===== src/rtl/flash_alias_pkg.sv =====
package flash_alias_pkg;
    typedef enum logic [1:0] {
        OWN_NONE  = 2'd0,
        OWN_ENG   = 2'd1,
        OWN_ALIAS = 2'd2
    } owner_e;
endpackage


===== src/rtl/flash_alias_decode.sv =====
module flash_alias_decode #(
    parameter int          ADDR_W    = 32,
    parameter int          WIN_TAG_W = 5,
    parameter logic [4:0]  WIN_TAG   = 5'h01,
    parameter int          FLASH_AW  = 24
) (
    input  logic [ADDR_W-1:0]   addr,
    input  logic                write,
    output logic                rd_hit,
    output logic [FLASH_AW-1:0] flash_addr
);
    localparam int OFF_W = ADDR_W - WIN_TAG_W;

    // window offset is folded onto the flash byte address range
    assign rd_hit     = (addr[ADDR_W-1 -: WIN_TAG_W] == WIN_TAG[WIN_TAG_W-1:0]) && !write;
    assign flash_addr = FLASH_AW'(addr[OFF_W-1:0]);
endmodule


===== src/rtl/flash_alias_arb.sv =====
module flash_alias_arb
    import flash_alias_pkg::*;
(
    input  logic   clk,
    input  logic   rst_n,
    input  logic   eng_req,
    input  logic   alias_req,
    input  logic   alias_done,
    output owner_e owner
);
    owner_e own_d, own_q;

    always_comb begin
        own_d = own_q;
        case (own_q)
            OWN_NONE: begin
                // engine wins a tie
                if (eng_req)        own_d = OWN_ENG;
                else if (alias_req) own_d = OWN_ALIAS;
            end
            OWN_ENG:   if (!eng_req)   own_d = OWN_NONE;
            OWN_ALIAS: if (alias_done) own_d = OWN_NONE;
            default:                   own_d = OWN_NONE;
        endcase
    end

    always_ff @(posedge clk or negedge rst_n) begin
        if (!rst_n) own_q <= OWN_NONE;
        else        own_q <= own_d;
    end

    assign owner = own_q;
endmodule


===== src/rtl/flash_alias_shift.sv =====
module flash_alias_shift #(
    parameter int CMD_W  = 32,
    parameter int DATA_W = 32
) (
    input  logic              clk,
    input  logic              rst_n,
    input  logic              start,
    input  logic [CMD_W-1:0]  cmd,
    input  logic              miso,
    output logic              sck,
    output logic              cs_n,
    output logic              mosi,
    output logic              busy,
    output logic              done,
    output logic [DATA_W-1:0] rx
);
    localparam int TOTAL = CMD_W + DATA_W;
    localparam int CNT_W = $clog2(TOTAL);
    localparam logic [CNT_W-1:0] LAST    = CNT_W'(TOTAL - 1);
    localparam logic [CNT_W-1:0] RX_FROM = CNT_W'(CMD_W);

    typedef struct packed {
        logic              busy;
        logic              phase;
        logic [CNT_W-1:0]  cnt;
        logic [CMD_W-1:0]  tx;
        logic [DATA_W-1:0] rx;
        logic              done;
    } sh_t;

    sh_t q, d;

    always_comb begin
        d      = q;
        d.done = 1'b0;
        if (!q.busy) begin
            if (start) begin
                d.busy  = 1'b1;
                d.phase = 1'b0;
                d.cnt   = '0;
                d.tx    = cmd;
            end
        end else if (!q.phase) begin
            d.phase = 1'b1;
        end else begin
            // end of high half: sample, then advance on the falling edge
            d.phase = 1'b0;
            if (q.cnt >= RX_FROM) d.rx = {q.rx[DATA_W-2:0], miso};
            d.tx = {q.tx[CMD_W-2:0], 1'b0};
            if (q.cnt == LAST) begin
                d.busy = 1'b0;
                d.done = 1'b1;
            end else begin
                d.cnt = q.cnt + 1'b1;
            end
        end
    end

    always_ff @(posedge clk or negedge rst_n) begin
        if (!rst_n) q <= '0;
        else        q <= d;
    end

    assign sck  = q.busy & q.phase;
    assign cs_n = ~q.busy;
    assign mosi = q.busy & q.tx[CMD_W-1];
    assign busy = q.busy;
    assign done = q.done;
    assign rx   = q.rx;
endmodule


===== src/rtl/flash_alias_window.sv =====
module flash_alias_window
    import flash_alias_pkg::*;
#(
    parameter int         ADDR_W     = 32,
    parameter int         WIN_TAG_W  = 5,
    parameter logic [4:0] WIN_TAG    = 5'h01,
    parameter int         FLASH_AW   = 24,
    parameter logic [7:0] RD_OPCODE  = 8'h03,
    parameter int         DATA_BYTES = 4
) (
    input  logic                    clk,
    input  logic                    rst_n,
    input  logic                    bus_valid,
    input  logic                    bus_write,
    input  logic [ADDR_W-1:0]       bus_addr,
    output logic                    bus_ready,
    output logic [8*DATA_BYTES-1:0] bus_rdata,
    output logic                    bus_err,
    input  logic                    eng_req,
    output logic                    eng_gnt,
    input  logic                    eng_sck,
    input  logic                    eng_cs_n,
    input  logic                    eng_mosi,
    output logic                    spi_sck,
    output logic                    spi_cs_n,
    output logic                    spi_mosi,
    input  logic                    spi_miso
);
    localparam int DATA_W = 8 * DATA_BYTES;
    localparam int CMD_W  = 8 + FLASH_AW;

    typedef struct packed {
        logic                pend;
        logic [FLASH_AW-1:0] addr;
        logic [DATA_W-1:0]   rdata;
        logic                err;
    } hst_t;

    hst_t q, d;

    logic                rd_hit;
    logic [FLASH_AW-1:0] dec_addr;
    owner_e              owner;
    logic                sh_start, sh_busy, sh_done;
    logic                sh_sck, sh_cs_n, sh_mosi;
    logic [DATA_W-1:0]   sh_rx, swapped;

    flash_alias_decode #(
        .ADDR_W(ADDR_W), .WIN_TAG_W(WIN_TAG_W), .WIN_TAG(WIN_TAG), .FLASH_AW(FLASH_AW)
    ) u_dec (
        .addr(bus_addr), .write(bus_write), .rd_hit(rd_hit), .flash_addr(dec_addr)
    );

    flash_alias_arb u_arb (
        .clk(clk), .rst_n(rst_n), .eng_req(eng_req),
        .alias_req(q.pend), .alias_done(sh_done), .owner(owner)
    );

    assign sh_start = q.pend && (owner == OWN_ALIAS) && !sh_busy && !sh_done;

    flash_alias_shift #(.CMD_W(CMD_W), .DATA_W(DATA_W)) u_shift (
        .clk(clk), .rst_n(rst_n), .start(sh_start), .cmd({RD_OPCODE, q.addr}),
        .miso(spi_miso), .sck(sh_sck), .cs_n(sh_cs_n), .mosi(sh_mosi),
        .busy(sh_busy), .done(sh_done), .rx(sh_rx)
    );

    // first received byte goes to the least significant lane
    for (genvar b = 0; b < DATA_BYTES; b++) begin : g_swap
        assign swapped[8*b +: 8] = sh_rx[8*(DATA_BYTES-1-b) +: 8];
    end

    always_comb begin
        d     = q;
        d.err = 1'b0;
        if (!q.pend && bus_valid) begin
            if (rd_hit) begin
                d.pend = 1'b1;
                d.addr = dec_addr;
            end else begin
                d.err = 1'b1;
            end
        end
        if (q.pend && sh_done) begin
            d.pend  = 1'b0;
            d.rdata = swapped;
        end
    end

    always_ff @(posedge clk or negedge rst_n) begin
        if (!rst_n) q <= '0;
        else        q <= d;
    end

    assign bus_ready = ~q.pend;
    assign bus_rdata = q.rdata;
    assign bus_err   = q.err;
    assign eng_gnt   = (owner == OWN_ENG);

    always_comb begin
        if (owner == OWN_ENG) begin
            spi_sck  = eng_sck;
            spi_cs_n = eng_cs_n;
            spi_mosi = eng_mosi;
        end else begin
            spi_sck  = sh_sck;
            spi_cs_n = sh_cs_n;
            spi_mosi = sh_mosi;
        end
    end
endmodule


===== config.mk =====
export PLATFORM = sky130hd
export DESIGN_NAME = flash_alias_window
export DESIGN_NICKNAME = d
export VERILOG_FILES = /design/src/rtl/flash_alias_pkg.sv /design/src/rtl/flash_alias_decode.sv /design/src/rtl/flash_alias_arb.sv /design/src/rtl/flash_alias_shift.sv /design/src/rtl/flash_alias_window.sv
export SDC_FILE = /design/constraint.sdc
export NUM_CORES = 1
export LEC_CHECK = 0
export BUFFER_PORTS_ARGS = -buffer_cell sky130_fd_sc_hd__buf_2
export CORE_MARGIN = 5
export CORE_UTILIZATION = 40
export CTS_BUF_LIST = sky130_fd_sc_hd__clkbuf_2 sky130_fd_sc_hd__clkbuf_4 sky130_fd_sc_hd__clkbuf_8
export DETAILED_ROUTE_END_ITERATION = 16
export HOLD_SLACK_MARGIN = 0.02
export MAX_ROUTING_LAYER = met4
export SYNTH_ARGS = -nofsm -noshare
export SYNTH_HDL_FRONTEND = slang
export SYNTH_SLANG_ARGS = --single-unit

===== constraint.sdc =====
create_clock -name clk -period 2.3 [get_ports clk]
set_clock_uncertainty 0.05 [all_clocks]
set_input_delay 0.345 -clock clk [delete_from_list [all_inputs] [get_ports clk]]
set_output_delay 0.345 -clock clk [all_outputs]
set_load 0.05 [all_outputs]

# After elaboration in Yosys (flattened, before gate mapping)
# Cells that the tools add are included.
[word_totals]
ff_bits = 133
output_inout_bits = 38
[classes]
n_addsub = 1
magnitude_cmp = 1
eq_ne = 9
n_mux = 23
bitwise_logic = 4
reduce_logical = 20
[ops]
columns = ["operator", "count"]
rows = [
  ["two-way mux 40 bit", 2],
  ["two-way mux 71 bit", 1],
  ["two-way mux 25 bit", 2],
  ["two-way mux 32 bit", 1],
  ["two-way mux 1 bit", 11],
  ["AND reduction 3 bit", 3],
  ["two-way mux 2 bit", 4],
  ["adder 6 x 1 -> 6 bit (second input constant)", 1],
  ["equality test 6 bit (second input constant)", 1],
  [">= comparator 6 bit (second input constant)", 1],
  ["logical AND 1 bit", 6],
  ["two-way mux 6 bit", 1],
  ["inequality test 2 bit (second input constant)", 3],
  ["one-hot mux 2 bit (3 select lines)", 1],
  ["AND reduction 2 bit", 3],
  ["nonzero test 2 bit", 3],
  ["equality test 5 x 1 -> 1 bit (second input constant)", 1],
  ["logical NOT 1 bit", 4],
  ["inequality test 3 bit (second input constant)", 1],
  ["AND 1 bit", 2],
  ["equality test 2 x 1 -> 1 bit (second input constant)", 1],
  ["equality test 2 bit (second input constant)", 1],
  ["logical NOT 2 bit", 1],
  ["inequality test 2 x 1 -> 1 bit (second input constant)", 1],
  ["NOT 1 bit", 2],
]

# Depth between registers and ports, before layout
[depth]
ltp_word = 6
mapped_depth = 5
mapped_depth_nobuf = 4

# Modules after synthesis
# A second synthesis with hierarchy kept.
[hier_totals]
hier_cells = 480
hier_area_um2 = 6080.8
[modules_own_cells]
columns = ["mod", "instances", "cells_each", "area_each_um2", "seq_area_each_um2"]
rows = [
  ["flash_alias_shift", 1, 284, 3261.9, 1826.8],
  ["flash_alias_window", 1, 164, 2534.9, 1451.4],
  ["flash_alias_decode", 1, 26, 200.2, 0.0],
  ["flash_alias_arb", 1, 6, 83.8, 50.0],
]

# Worst setup path after synthesis
# No wires, ideal clock.
[synth_path]
path_type = "flip-flop to output port"
start = "register u_arb.own_q[0], in the netlist u_arb.owner[0]"
end = "output spi_cs_n"
arrival_time_ns = 2.052
required_time_ns = 1.905
slack_ns = -0.147
path_stages_with_launch = 4
cell_sequence = "dfrtp_1 nor2b_1 clkbuf_1 o21ai_0"
[synth_via]
elab_chain_len = 2
[synth_lines]
columns = ["item", "line_no", "source"]
rows = [
  ["from (decl)", "flash_alias_arb.sv:11", "owner_e own_d, own_q;"],
  ["from (signal assigned)", "flash_alias_arb.sv:29", "else own_q <= own_d;"],
  ["equality test 2 x 1 -> 1 bit", "-", ""],
  ["net eng_gnt", "flash_alias_window.sv:20", "output logic eng_gnt,"],
  ["two-way mux 1 bit", "flash_alias_window.sv:100", "if (owner == OWN_ENG) begin"],
  ["to (decl)", "flash_alias_window.sv:25", "output logic spi_cs_n,"],
]
# The timed path passes the listed nets, and every way through them passes these cells.

# Worst setup path after layout
[layout_path]
start = "register u_shift.q[71] (netlist bit)"
end = "output spi_sck"
[layout_via]
elab_chain_len = 2
[layout_lines]
columns = ["item", "line_no", "source"]
rows = [
  ["from (decl)", "flash_alias_shift.sv:31", "sh_t q, d;"],
  ["from (signal assigned)", "flash_alias_shift.sv:60", "if (!rst_n) q <= '0;"],
  ["from (signal assigned)", "flash_alias_shift.sv:61", "else q <= d;"],
  ["AND 1 bit", "flash_alias_shift.sv:64", "assign sck = q.busy & q.phase;"],
  ["two-way mux 1 bit", "flash_alias_window.sv:100", ""],
  ["to (decl)", "flash_alias_window.sv:24", "output logic spi_sck,"],
]
# Every way passes these cells.

==> results by group <==
Outcome
  • Outcome: completed

CTS
  • CTS Root Buffer Type: sky130_fd_sc_hd__clkbuf_8
  • Number of sinks handled by clock tree synthesis: 133
  • Clock tree buffer depth: 2
  • Cts bufs inserted: 17
  • Clk Latency, worst-skew pair: 0.43 ns
  • Clock transition at path regs: 0.07 ns
  • CTS HTree Levels: 4
  • Clock tree from TritonCTS: yes

Power
  • Static leakage: 3.43 nW
  • Total power density per cell area: 874 nW/um2
  • IR drop worst, VDD: 420 uV
  • Total power draw: 0.00558 W

GRT
  • Pin count of the biggest net entering global routing: 46
  • Number of antenna violations at the first check in global routing: 0
  • First-pass GRT wire length: 17000 um
  • Number of global-route vias before repair: 3449
  • Overflow left after global routing: 0
  • Total GRT Usage: 13.3%

Worst setup path
  • Internal reg-to-reg setup slack: 0.33 ns
  • Worst-path maximum fanout: 28
  • CP startpoint kind: register
  • Worst setup path category: reg -> out
  • Endpoint kind of the worst setup timing path: primary output
  • Required arrival time at the worst endpoint: 1.90 ns
  • R2r endpoint: u_shift.q[40]
  • Data arrival time of the critical path: 1.69 ns
  • Beginning of the critical path: u_shift.q[71]
  • Worst Reg2Reg Path Length in Cells: 3
  • Critical R2R Launch: u_shift.busy

Synthesis
  • Library cell with the highest instance count after synthesis: sky130_fd_sc_hd__dfrtp_1
  • Most used flip-flop cell after synthesis: sky130_fd_sc_hd__dfrtp_1
  • Top post-synthesis cells by count: sky130_fd_sc_hd__dfrtp_1 (133), sky130_fd_sc_hd__mux2_2 (69), sky130_fd_sc_hd__buf_4 (32), sky130_fd_sc_hd__and3_1 (24), sky130_fd_sc_hd__a221o_1 (23)
  • Sequential element share of the synthesized area: 59.3%
  • Mean post-synth cell area: 13.7 um2
  • Number of standard cells after synthesis: 411
  • #FFs+latches synth: 133
  • Number of distinct standard cells referenced by the synthesized netlist: 34
  • Async set-or-reset flop fraction in the synthesized netlist: 100%
  • Top post-synthesis cells by area: sky130_fd_sc_hd__dfrtp_1 (59%), sky130_fd_sc_hd__mux2_2 (14%), sky130_fd_sc_hd__mux2_4 (5.1%)
  • Post-synthesis cell type with the largest combined area: sky130_fd_sc_hd__dfrtp_1
  • Total number of yosys warnings: 0
  • Number of synthesized flops with an enable pin: 0
  • Netlist area before placement: 5620 um2
  • Area share of the leading cell type in the synthesized netlist: 59.3%
  • Post-Syn Nets: 453

Timing
  • Number of hold violations in the final report: 0
  • Fmax achieved: 0.480 GHz
  • Measured slew at the worst slew-check pin: 1.05 ns
  • Worst-case headroom to the max-slew limit: 29.9%
  • Setup Viol. Count Final: 0
  • Setup WS post-layout: 0.215 ns
  • Fin. max-slew vios: 0
  • Tcrit/Tclk final: 90.6%
  • Final hold slack: 0.0855 ns
  • Post-layout minimum cycle time: 2.08 ns
  • Setup repair after global routing missed its margin: no

Floorplanning
  • Initial Util: 40.6%
  • Vertical extent of the die: 128 um
  • Row cnt: 43
  • Total core area: 13800 um2
  • Die Outline Area: 16500 um2
  • I/O pins: 79
  • Die span in x: 128 um

Placement
  • Number of input and output port buffers inserted: 75
  • Placement Setup Slack: 0.0979 ns
  • Total instance count after detailed placement: 622
  • GP Congestion: 0.723
  • Estimated wirelength of the detail-placed design: 6470 um

Detailed routing
  • Total wire length: 9840 um
  • Residual antenna-violating net count after detailed routing: 0
  • Vias: 3324
  • Post-route DRC violation count: 0
  • Iteration count of the initial detailed-routing pass: 4
  • Number of vias per cell after detailed routing: 5.08
  • Routed wire length per instance: 15.0 um
  • Number of DRC violations after detailed-routing iteration 0: 165

Layout
  • Fraction of layout cells with a size suffix above 1: 44.7%
  • Final non-filler cell total: 654
  • Synthesis-to-layout area growth: 13.7%
  • Share of the core filled with cells: 46.2%
  • Number of diodes: 0
  • Final net count: 504

Worst hold path
  • Type of the most critical hold path: in -> reg
  • Hold path startpoint: bus_addr[19]
  • Hold Path End: q[52]
  • Cell depth of the worst hold path: 2

Run
  • Max_cap viols: 0
==> kinds of logic (layout without fill, tap and decap cells) <==
logic type,after synthesis,in the layout,synth area share [%]
and+or+nand+nor,77,77,7.58
adders and majority gates,1,1,0.223
buffers and inverters,59,122,6.80
muxes,88,88,18.9
AOI/OAI and AO/OA,53,53,7.22
DFF,133,133,59.3
==> per-stage QoR <==
step	TNS (ns)	cell area (um2)
2_1_floorplan	-0.441	5620
3_3_place_gp	0	5990
3_5_place_dp	0	5990
4_1_cts	0	6380
5_1_grt	0	6390
6_report	0	6390
==> critical path, stage by stage (launching register included) <==
cell,delay [ns]
sky130_fd_sc_hd__dfrtp_1,0.34
sky130_fd_sc_hd__buf_4,0.26
sky130_fd_sc_hd__nand2_2,0.20
sky130_fd_sc_hd__o21ai_0,0.17
sky130_fd_sc_hd__buf_2,0.28
==> report_power, final <==
group | leakage [nW] | switching [W] | internal, W | total [W]
combinational | 1.41 | 0.000661 | 0.000360 | 0.00102
sequential | 1.82 | 0.000141 | 0.00252 | 0.00266
clock | 0.200 | 0.000856 | 0.00104 | 0.00190
==> state kept, by name, indices dropped and copies added, names as in the netlist <==
name / cells
u_shift.done: 1
u_arb.owner: 2
u_shift.q: 39
u_shift.rx: 32
q: 25
bus_rdata: 32
bus_err: 1
u_shift.busy: 1
==> per-layer routing <==
layer | wire (um) | GRT usage [%] | share of wire (%)
met1 | 4620 | 16.9 | 47
met2 | 4520 | 19.8 | 46
met3 | 502 | 3.74 | 5.1
met4 | 191 | 6.05 | 1.9
met5 | 0 | - | 0
==> worst max path at each step <==
stage / to / cells after the start
6_report: spi_sck / 4
5_1_grt: spi_cs_n / 4
4_1_cts: spi_sck / 4
3_5_place_dp: q[39] / 4
3_3_place_gp: q[40] / 4
2_1_floorplan: spi_cs_n / 3
==> layout by cell type, fill, tap and decap left out, types with 2 or more instances in the layout <==
cell type / n
sky130_fd_sc_hd__and2_1: 2
sky130_fd_sc_hd__bufinv_16: 2
sky130_fd_sc_hd__buf_4: 11
sky130_fd_sc_hd__nand3_1: 5
sky130_fd_sc_hd__a221o_1: 23
sky130_fd_sc_hd__inv_1: 2
sky130_fd_sc_hd__nor2b_1: 3
sky130_fd_sc_hd__a21oi_1: 5
sky130_fd_sc_hd__o21ai_0: 15
sky130_fd_sc_hd__nor2_1: 7
sky130_fd_sc_hd__nand2_1: 21
sky130_fd_sc_hd__and3_1: 24
sky130_fd_sc_hd__clkinv_2: 6
sky130_fd_sc_hd__clkbuf_8: 20
sky130_fd_sc_hd__mux2_4: 19
sky130_fd_sc_hd__nand4_1: 2
sky130_fd_sc_hd__nor3_1: 3
sky130_fd_sc_hd__buf_2: 74
sky130_fd_sc_hd__clkinvlp_4: 2
sky130_fd_sc_hd__nor4bb_1: 2
sky130_fd_sc_hd__buf_12: 3
sky130_fd_sc_hd__dfrtp_1: 133
sky130_fd_sc_hd__o22ai_1: 2
sky130_fd_sc_hd__o211ai_1: 3
sky130_fd_sc_hd__mux2_2: 69
==> repair_timing <==
item | CTS | global route
hold endpoints to repair | 41 | 0
endpoints found under the setup margin | 0 | 1
setup buffers | 0 | 0
resized for setup | 0 | 1
hold buffers | 1 | 0
==> area by class of cell <==
cell class,instances,area [um2]
fillers,1258,7440
flip-flops and latches,133,3330
multi-input cells,219,1910
repair buffers,89,523
clock buffers,21,283
well taps,180,225
clock inverters,10,105
inverters,2,7.51
Power figures use the tool's default switching activity.
